`src/rtl/wake_pkg.sv`:
```
package wake_pkg;
  localparam int unsigned ADDR_BYTES = 6;
  localparam int unsigned ADDR_W     = 8 * ADDR_BYTES;
  localparam int unsigned HDR_BYTES  = 2 * ADDR_BYTES;
  localparam int unsigned SYNC_LEN   = 6;
  localparam int unsigned COPIES     = 16;
  localparam logic [7:0]  SYNC_BYTE  = 8'hFF;
endpackage

```
`src/rtl/wake_dest_check.sv`:
```
module wake_dest_check
  import wake_pkg::*;
#(
  parameter int unsigned NBYTES = ADDR_BYTES,
  parameter int unsigned IDX_W  = 4
) (
  input  logic                  clk_i,
  input  logic                  rst_ni,
  input  logic                  first_i,
  input  logic                  step_i,
  input  logic [IDX_W-1:0]      idx_i,
  input  logic [7:0]            byte_i,
  input  logic [8*NBYTES-1:0]   addr_i,
  output logic                  dest_ok_o
);
  localparam int unsigned SEL_W = $clog2(NBYTES);

  logic             dest_ok_q;
  logic [SEL_W-1:0] sel;
  logic [7:0]       exp_byte;

  assign sel      = idx_i[SEL_W-1:0];
  assign exp_byte = addr_i[8*sel +: 8];

  always_ff @(posedge clk_i or negedge rst_ni) begin
    if (!rst_ni)      dest_ok_q <= 1'b0;
    else if (first_i) dest_ok_q <= (byte_i == addr_i[7:0]);
    else if (step_i && (idx_i < IDX_W'(NBYTES)))
      dest_ok_q <= dest_ok_q && (byte_i == exp_byte);
  end

  assign dest_ok_o = dest_ok_q;
endmodule

```
`src/rtl/wake_pattern_match.sv`:
```
module wake_pattern_match
  import wake_pkg::*;
#(
  parameter int unsigned NBYTES   = ADDR_BYTES,
  parameter int unsigned SYNC_CNT = SYNC_LEN,
  parameter int unsigned NCOPIES  = COPIES
) (
  input  logic                clk_i,
  input  logic                rst_ni,
  input  logic                clear_i,
  input  logic                step_i,
  input  logic [7:0]          byte_i,
  input  logic [8*NBYTES-1:0] addr_i,
  output logic                hit_o
);
  localparam int unsigned SW = $clog2(SYNC_CNT + 1);
  localparam int unsigned CW = $clog2(NCOPIES);
  localparam int unsigned PW = $clog2(NBYTES);

  logic [SW-1:0] sync_q;
  logic [CW-1:0] copy_q;
  logic [PW-1:0] pos_q;
  logic [7:0]    exp_byte;
  logic          in_copies, byte_ok, is_sync, last_pos, last_copy;

  assign exp_byte  = addr_i[8*pos_q +: 8];
  assign in_copies = (sync_q == SW'(SYNC_CNT));
  assign is_sync   = (byte_i == SYNC_BYTE);
  assign byte_ok   = (byte_i == exp_byte);
  assign last_pos  = (pos_q == PW'(NBYTES - 1));
  assign last_copy = (copy_q == CW'(NCOPIES - 1));
  assign hit_o     = step_i && in_copies && byte_ok && last_pos && last_copy;

  always_ff @(posedge clk_i or negedge rst_ni) begin
    if (!rst_ni) begin
      sync_q <= '0;
      copy_q <= '0;
      pos_q  <= '0;
    end else if (clear_i) begin
      sync_q <= '0;
      copy_q <= '0;
      pos_q  <= '0;
    end else if (step_i) begin
      if (!in_copies) begin
        sync_q <= is_sync ? sync_q + SW'(1) : '0;
      end else if (byte_ok) begin
        if (last_pos) begin
          pos_q <= '0;
          if (last_copy) begin
            sync_q <= '0;
            copy_q <= '0;
          end else begin
            copy_q <= copy_q + CW'(1);
          end
        end else begin
          pos_q <= pos_q + PW'(1);
        end
      end else begin
        // mismatching sync byte opens a new run
        sync_q <= is_sync ? SW'(1) : '0;
        copy_q <= '0;
        pos_q  <= '0;
      end
    end
  end
endmodule

```
`src/rtl/wake_frame_detect.sv`:
```
module wake_frame_detect
  import wake_pkg::*;
#(
  parameter int unsigned NBYTES   = ADDR_BYTES,
  parameter int unsigned SYNC_CNT = SYNC_LEN,
  parameter int unsigned NCOPIES  = COPIES
) (
  input  logic                clk_i,
  input  logic                rst_ni,
  input  logic                byte_vld_i,
  input  logic [7:0]          byte_i,
  input  logic                sof_i,
  input  logic                eof_i,
  input  logic [8*NBYTES-1:0] station_addr_i,
  input  logic                wake_mode_i,
  input  logic                any_dest_i,
  output logic                detect_o
);
  localparam int unsigned HDR   = 2 * NBYTES;
  localparam int unsigned IDX_W = $clog2(HDR + 1);

  logic             in_frame_q, done_q, detect_q;
  logic [IDX_W-1:0] hdr_cnt_q, cur_idx;
  logic             first_byte, frame_byte, payload, hit, fire, dest_ok;

  assign first_byte = byte_vld_i && sof_i;
  assign frame_byte = byte_vld_i && (sof_i || in_frame_q);
  assign cur_idx    = sof_i ? '0 : hdr_cnt_q;
  assign payload    = frame_byte && (cur_idx == IDX_W'(HDR));

  wake_dest_check #(.NBYTES(NBYTES), .IDX_W(IDX_W)) u_dest (
    .clk_i    (clk_i),
    .rst_ni   (rst_ni),
    .first_i  (first_byte),
    .step_i   (frame_byte && !sof_i),
    .idx_i    (cur_idx),
    .byte_i   (byte_i),
    .addr_i   (station_addr_i),
    .dest_ok_o(dest_ok)
  );

  wake_pattern_match #(.NBYTES(NBYTES), .SYNC_CNT(SYNC_CNT), .NCOPIES(NCOPIES)) u_pat (
    .clk_i  (clk_i),
    .rst_ni (rst_ni),
    .clear_i(first_byte),
    .step_i (payload && !done_q),
    .byte_i (byte_i),
    .addr_i (station_addr_i),
    .hit_o  (hit)
  );

  assign fire = hit && wake_mode_i && (any_dest_i || dest_ok);

  always_ff @(posedge clk_i or negedge rst_ni) begin
    if (!rst_ni) begin
      in_frame_q <= 1'b0;
      hdr_cnt_q  <= '0;
      done_q     <= 1'b0;
      detect_q   <= 1'b0;
    end else begin
      detect_q <= fire;
      if (frame_byte) begin
        in_frame_q <= !eof_i;
        if (cur_idx < IDX_W'(HDR)) hdr_cnt_q <= cur_idx + IDX_W'(1);
      end
      if (first_byte) done_q <= 1'b0;
      else if (fire)  done_q <= 1'b1;
    end
  end

  assign detect_o = detect_q;
endmodule

```
`config.mk`:
```
export PLATFORM = sky130hd
export DESIGN_NAME = wake_frame_detect
export DESIGN_NICKNAME = d
export VERILOG_FILES = /design/src/rtl/wake_pkg.sv /design/src/rtl/wake_dest_check.sv /design/src/rtl/wake_pattern_match.sv /design/src/rtl/wake_frame_detect.sv
export SDC_FILE = /design/constraint.sdc
export NUM_CORES = 1
export LEC_CHECK = 0
export BUFFER_PORTS_ARGS = -buffer_cell sky130_fd_sc_hd__buf_2
export CAP_MARGIN = 20
export CORE_ASPECT_RATIO = 1.4
export CORE_MARGIN = 4
export CORE_UTILIZATION = 30
export CTS_CLUSTER_DIAMETER = 50
export DETAILED_ROUTE_END_ITERATION = 8
export GPL_TIMING_DRIVEN = 0
export SKIP_CTS_REPAIR_TIMING = 1
export SLEW_MARGIN = 20
export SYNTH_ARGS = -nofsm -noshare
export SYNTH_HDL_FRONTEND = slang
export SYNTH_HIERARCHICAL = 1
export SYNTH_SLANG_ARGS = --single-unit
```
`constraint.sdc`:
```
create_clock -name clk_i -period 3.1 [get_ports clk_i]
set_clock_uncertainty 0.1 [all_clocks]
set_input_delay 0.31 -clock clk_i [delete_from_list [all_inputs] [get_ports clk_i]]
set_output_delay 0.31 -clock clk_i [all_outputs]
set_load 0.01 [all_outputs]
```
==> results of run 1 <==
-- layer usage --
| layer | part of all wire | vias up | global-route usage | wire length, µm |
|---|---|---|---|---|
| met5 | 0 | - | 0 | 0 |
| met4 | 0.025 | 0 | 0.0528 | 208 |
| met3 | 0.045 | 18 | 0.0194 | 374 |
| met2 | 0.53 | 66 | 0.289 | 4360 |
| met1 | 0.40 | 1236 | 0.181 | 3290 |
| li1 | - | 1291 | - | - |
-- cell usage after synthesis (all sizes together), types with 2 or more instances --
cell type,count,area share
a31oi,2,0.0047
nand3,9,0.017
buf,13,0.045
or4,2,0.0057
nand2,17,0.024
nor4,3,0.0071
mux4,3,0.025
nor3,10,0.021
nand4b,2,0.0066
ha,5,0.024
o22ai,5,0.012
a21oi,11,0.021
or3,7,0.017
nor3b,8,0.023
a2bb2oi,4,0.013
and3,2,0.0047
and2,2,0.0052
or2,2,0.0047
clkbuf,6,0.0085
inv,7,0.0099
mux2i,42,0.16
nand2b,11,0.029
dfrtp,18,0.17
o21ai,17,0.034
xor2,16,0.053
nor2,26,0.040
and3b,3,0.0099
a221oi,9,0.032
mux2,8,0.035
nand4,5,0.012
xnor2,16,0.053
nor2b,8,0.022
-- state kept, by name, indices dropped and copies added (netlist names) --
signal	count
hdr_cnt_q	4
u_pat/copy_q	4
in_frame_q	1
u_pat/pos_q	3
u_dest/dest_ok_o	1
detect_o	1
u_pat/sync_q	3
done_q	1
-- cell type report --
class / instances / area [µm²]
tap: 105 / 131
multi-input combinational: 270 / 2060
timing repair buffer: 64 / 325
buffer: 19 / 148
clock buffer: 4 / 88.8
sequential: 18 / 450
inverter: 7 / 26.3
fill: 913 / 5380
-- path summary, 6_finish.rpt --
kind,start,endpoint,slack [ps],depth (start not counted)
hold / removal,eof_i,in_frame_q,130,2
setup / recovery,u_pat/pos_q[0],done_q,80,13
setup reg to reg,u_pat/pos_q[0],done_q,80,13
max in group asynchronous,rst_ni,u_pat/pos_q[2],2180,2
min in group asynchronous,rst_ni,in_frame_q,420,2
hold reg to reg,hdr_cnt_q[0],hdr_cnt_q[0],420,1
-- through the flow --
stage / cells / TNS [ps] / total power, mW
2_1_floorplan: 314 / 0 / 0.547
3_3_place_gp: 482 / -201 / 0.681
3_5_place_dp: 482 / -231 / 0.690
4_1_cts: 486 / -285 / 0.980
5_1_grt: 487 / -76.4 / 1.03
6_report: 487 / 0 / 0.972
-- logic make-up (layout without fill, tap and decap cells) --
kind of cell / count (synthesis) / after routing / synth area share
compound gates: 60 / 60 / 0.160
xor+xnor: 32 / 32 / 0.106
fa+ha+maj: 5 / 5 / 0.0236
buf+inv: 26 / 94 / 0.0632
flops: 18 / 18 / 0.170
mux: 53 / 53 / 0.219
simple gates: 120 / 120 / 0.258
-- report_power, final --
| group | switching (mW) | internal (mW) |
|---|---|---|
| logic | 0.228 | 0.199 |
| clock network | 0.0894 | 0.196 |
| registers | 0.0111 | 0.248 |
==> results.cfg, run 1 <==
[synth]
ys_seq_area_frac = 0.170
synth_seq_cells = 18
synth_nets = 382
synth-main-ff-cell = dfrtp_1
netlist_instances = 314
netlist_area_um2 = 2650
synth.avg_cell_area_um2 = 8.44
ys_types = 64
ys_async_sr_fraction = 1.00
synth-edff-count = 0
yosys_warnings = 6

[cts]
htreeDepth = 1
insertion_delay_ps = 250
clk_pin_slew_worst_paths_ps = 50
cts_tree = built
cts.path.max_buffers = 2
numCtsBuffers = 3
cts-root-buf = clkbuf_16
cts.sinks = 18

[floorplanning]
rows = 40
dieHeight_um = 119
core_um2 = 8610
dieWidth_um = 87.5
die_area_um2 = 10400
io_pins = 64
initial_core_util = 0.308

[critical_path]
cp_data_required_time_ps = 3180
cpMaxStageDelayCell = or4b_4
critPathMostFrequentCell = buf_6
critPathLaunchType = flip-flop
path_class = flip-flop to flip-flop
crit_buf_inv = 4
path_cells = buf_6 -> buf_6 -> clkbuf_2 -> nor3b_1 -> mux2i_1 -> nand4_1 -> o2111ai_1 -> or4b_4 -> buf_6 -> nor4_2 -> o211a_1 -> nor2_1 -> nor2_1
critPathMaxFanout = 10
critPathArrivalTime_ps = 3100
cpPeakStageDelay_ps = 580
cp_top_family = simple AND/OR/NAND/NOR gates
end_kind = flip-flop

[pwr]
cellLeakagePower_nw = 1.33
peakVddDrop_uv = 190
power.density_nw_per_um2 = 301

[routing]
initialDrtViolationCount = 111
wirelength_um = 8240
ant_nets = 0
drt_first_pass_iters = 4
viasPerCell = 5.36
routed-via-count = 2611
routedWlPerCell_um = 16.9
drc = 0

[finish]
layout_common_cells = buf_2 (66), mux2i_1 (42), nor2_1 (23)
area_growth_pct = 21.7
final_core_util = 0.375
layout-drive-gt1-share = 0.291
antenna_cells = 0
final_common_cell = buf_2
fin_area_um2 = 3230
fin_nets = 451

[job]
maxCapViolCount = 0

[placed_design]
place_congestion = 0.920
place_area_um2 = 3100
hpwl_um = 6620
pre_cts_ws_ps = -179
io_buffers = 63

[grt]
grt_pass1_wl_um = 13100
grt_util_all_layers = 0.157
grt-ovfl-total = 0
grt_max_degree = 19
antenna_found_initial = 0
grt_pass1_vias = 2646

[sta]
max-slew-margin-rel = 0.475
min_period_over_period = 0.974
drv_slew = 0
worst_pin_slew_ps = 785
hold_slack_ps = 130
worst_slack_ps = 80.3
finalSetupViolCount = 0
fmax_ghz = 0.331
layout_min_cycle_time_ps = 3020
grt_setup_unrepaired = yes
hold_viol_final = 0

[status]
status = complete, no violations

[min_path]
hold_class = primary input to flip-flop
No activity file was read; power rests on OpenSTA's default activity.
==> inputs of run 2 (changes only) <==
--- a/config.mk
+++ b/config.mk
@@ -17,5 +17,4 @@
 export SLEW_MARGIN = 20
 export SYNTH_ARGS = -nofsm -noshare
 export SYNTH_HDL_FRONTEND = slang
-export SYNTH_HIERARCHICAL = 1
 export SYNTH_SLANG_ARGS = --single-unit
==> run 2 against run 1 <==
Effect of this change: synthesized cell count up 2.2%; power down 14%; combinational power down 3%; via count down 1.1%; die area down 7.1%; count of clock-buffer cells in the layout down 1; critical path depth down 5; area after synthesis down 7.7%; worst hold slack better by 17 ps; cell area down 10%; core utilization down 0.50 points.
==> results.cfg, run 2 <==
[status]
status = complete, no violations

[critical_path]
critPathArrivalTime_ps = 2810
path_class = flip-flop to flip-flop
cp_data_required_time_ps = 3160
cp_top_family = buffers and inverters
critPathMaxFanout = 10
end_kind = flip-flop
path_depth = 8
reg2regPathDepth = 8
critPathLaunchType = flip-flop
crit_buf_inv = 2
reg2reg_slack_ps = 350
cpMaxStageDelayCell = buf_1
path_cells = buf_2 -> buf_1 -> mux2i_1 -> nand3b_1 -> o22a_1 -> o21ai_0 -> nand3_1 -> o31ai_1
cpPeakStageDelay_ps = 560

[grt]
grt_max_degree = 19
grt_util_all_layers = 0.163
grt_pass1_vias = 2586
grt_pass1_wl_um = 12900
grt-ovfl-total = 0
antenna_found_initial = 0

[sta]
hold_viol_final = 0
max-slew-margin-rel = 0.555
hold_slack_ps = 147
layout_min_cycle_time_ps = 2750
finalSetupViolCount = 0
drv_slew = 0
fmax_ghz = 0.364
worst_slack_ps = 353
min_period_over_period = 0.886
tns_ps = 0
worst_pin_slew_ps = 668
grt_setup_unrepaired = no

[pwr]
power_mw = 0.837
power.density_nw_per_um2 = 289
cellLeakagePower_nw = 1.18
peakVddDrop_uv = 132

[routing]
routed-via-count = 2581
drt_first_pass_iters = 4
drc = 0
wirelength_um = 7960
ant_nets = 0
viasPerCell = 5.38
initialDrtViolationCount = 114
routedWlPerCell_um = 16.6

[synth]
ys_seq_area_frac = 0.184
ys_async_sr_fraction = 1.00
netlist_instances = 321
synth_nets = 389
synthXorXnorAreaFrac = 0.118
synth_top_family_by_area = simple AND/OR/NAND/NOR gates
yosysTopAreaCell = dfrtp_1
yosys-mux-area-fraction = 0.128
netlist_area_um2 = 2450
synthAdderAreaFrac = 0.0256
synth_compound_area_frac = 0.222
synthSimpleGateAreaFrac = 0.252
yosysMostFrequentCell = nand2_1
synth.avg_cell_area_um2 = 7.62
synth_top_area_share = 0.184
yosys_warnings = 0
synth-edff-count = 0
synthTopCellsByCount = nand2_1 (42), mux2i_1 (29), xnor2_1 (24), dfrtp_1 (18), o21ai_0 (15)
netlist_top_cells_area = dfrtp_1 (18%), mux2i_1 (12%), xnor2_1 (8.6%), nand2_1 (6.4%), xor2_1 (3.2%)
ys_types = 50
synth_seq_cells = 18
synth-main-ff-cell = dfrtp_1

[floorplanning]
io_pins = 64
rows = 38
core_um2 = 7850
initial_core_util = 0.312
dieHeight_um = 115
dieWidth_um = 84.3
die_area_um2 = 9690

[min_path]
hold_class = primary input to flip-flop
hold_depth = 2

[job]
maxCapViolCount = 0

[placed_design]
pre_cts_ws_ps = 101
io_buffers = 55
place_area_um2 = 2850
dpl.cell_count = 476
hpwl_um = 6340
place_congestion = 0.911

[cts]
insertion_delay_ps = 250
cts_tree = built
cts-root-buf = clkbuf_8
cts.path.max_buffers = 2
htreeDepth = 1
cts.sinks = 18
clk_pin_slew_worst_paths_ps = 70
numCtsBuffers = 3

[finish]
stdcell_count = 480
antenna_cells = 0
fin_area_um2 = 2900
final_common_cell = buf_2
reg.largest.list = hdr_cnt_q (4), u_pat.copy_q (4)
area_growth_pct = 18.5
fin_nets = 450
layout-drive-gt1-share = 0.205
layout_common_cells = buf_2 (60), nand2_1 (42), mux2i_1 (29)
final_core_util = 0.370
## run 2: changes by cell type after synthesis, sizes merged, moves of 10 or more
| cell | previous run | this run |
|---|---|---|
| a31oi | 2 | 12 |
| mux2i | 42 | 29 |
| nor2 | 26 | 14 |
| nand2 | 17 | 43 |
## run 2: logic make-up after synthesis
kind of cell,Yosys count
DFF,18
AOI/OAI and AO/OA,80
adders and majority gates,5
buffers and inverters,35
xor gates and xnor gates,33
and+or+nand+nor,119
muxes,31
## run 2: path summary, 6_finish.rpt
check,startpoint,to
min in group asynchronous,rst_ni,u_pat.copy_q[0]
max in group asynchronous,rst_ni,u_pat.pos_q[1]
hold reg to reg,done_q,done_q
hold / removal,eof_i,in_frame_q
setup reg to reg,hdr_cnt_q[0],u_dest.dest_ok_o
setup / recovery,hdr_cnt_q[0],u_dest.dest_ok_o
## run 2: layer usage
layer / GRT usage / up-vias / part of all wire
met5: 0 / - / 0
met4: 0.0507 / 0 / 0.025
met3: 0.0194 / 14 / 0.041
met2: 0.300 / 69 / 0.51
met1: 0.197 / 1221 / 0.42
li1: - / 1277 / -
## run 2: area by class of cell
cell class / instances / area (µm²)
clock buffers: 3 / 41.3
flip-flops and latches: 18 / 450
multi-input cells: 268 / 1830
well taps: 100 / 125
fillers: 860 / 4940
repair buffers: 56 / 285
plain buffers: 28 / 146
inverters: 7 / 26.3
## run 2: power by group
part           internal (mW)  switching [mW]  total [mW]
Combinational          0.165           0.248       0.413
Sequential             0.246          0.0136       0.260
Clock                 0.0864          0.0784       0.165
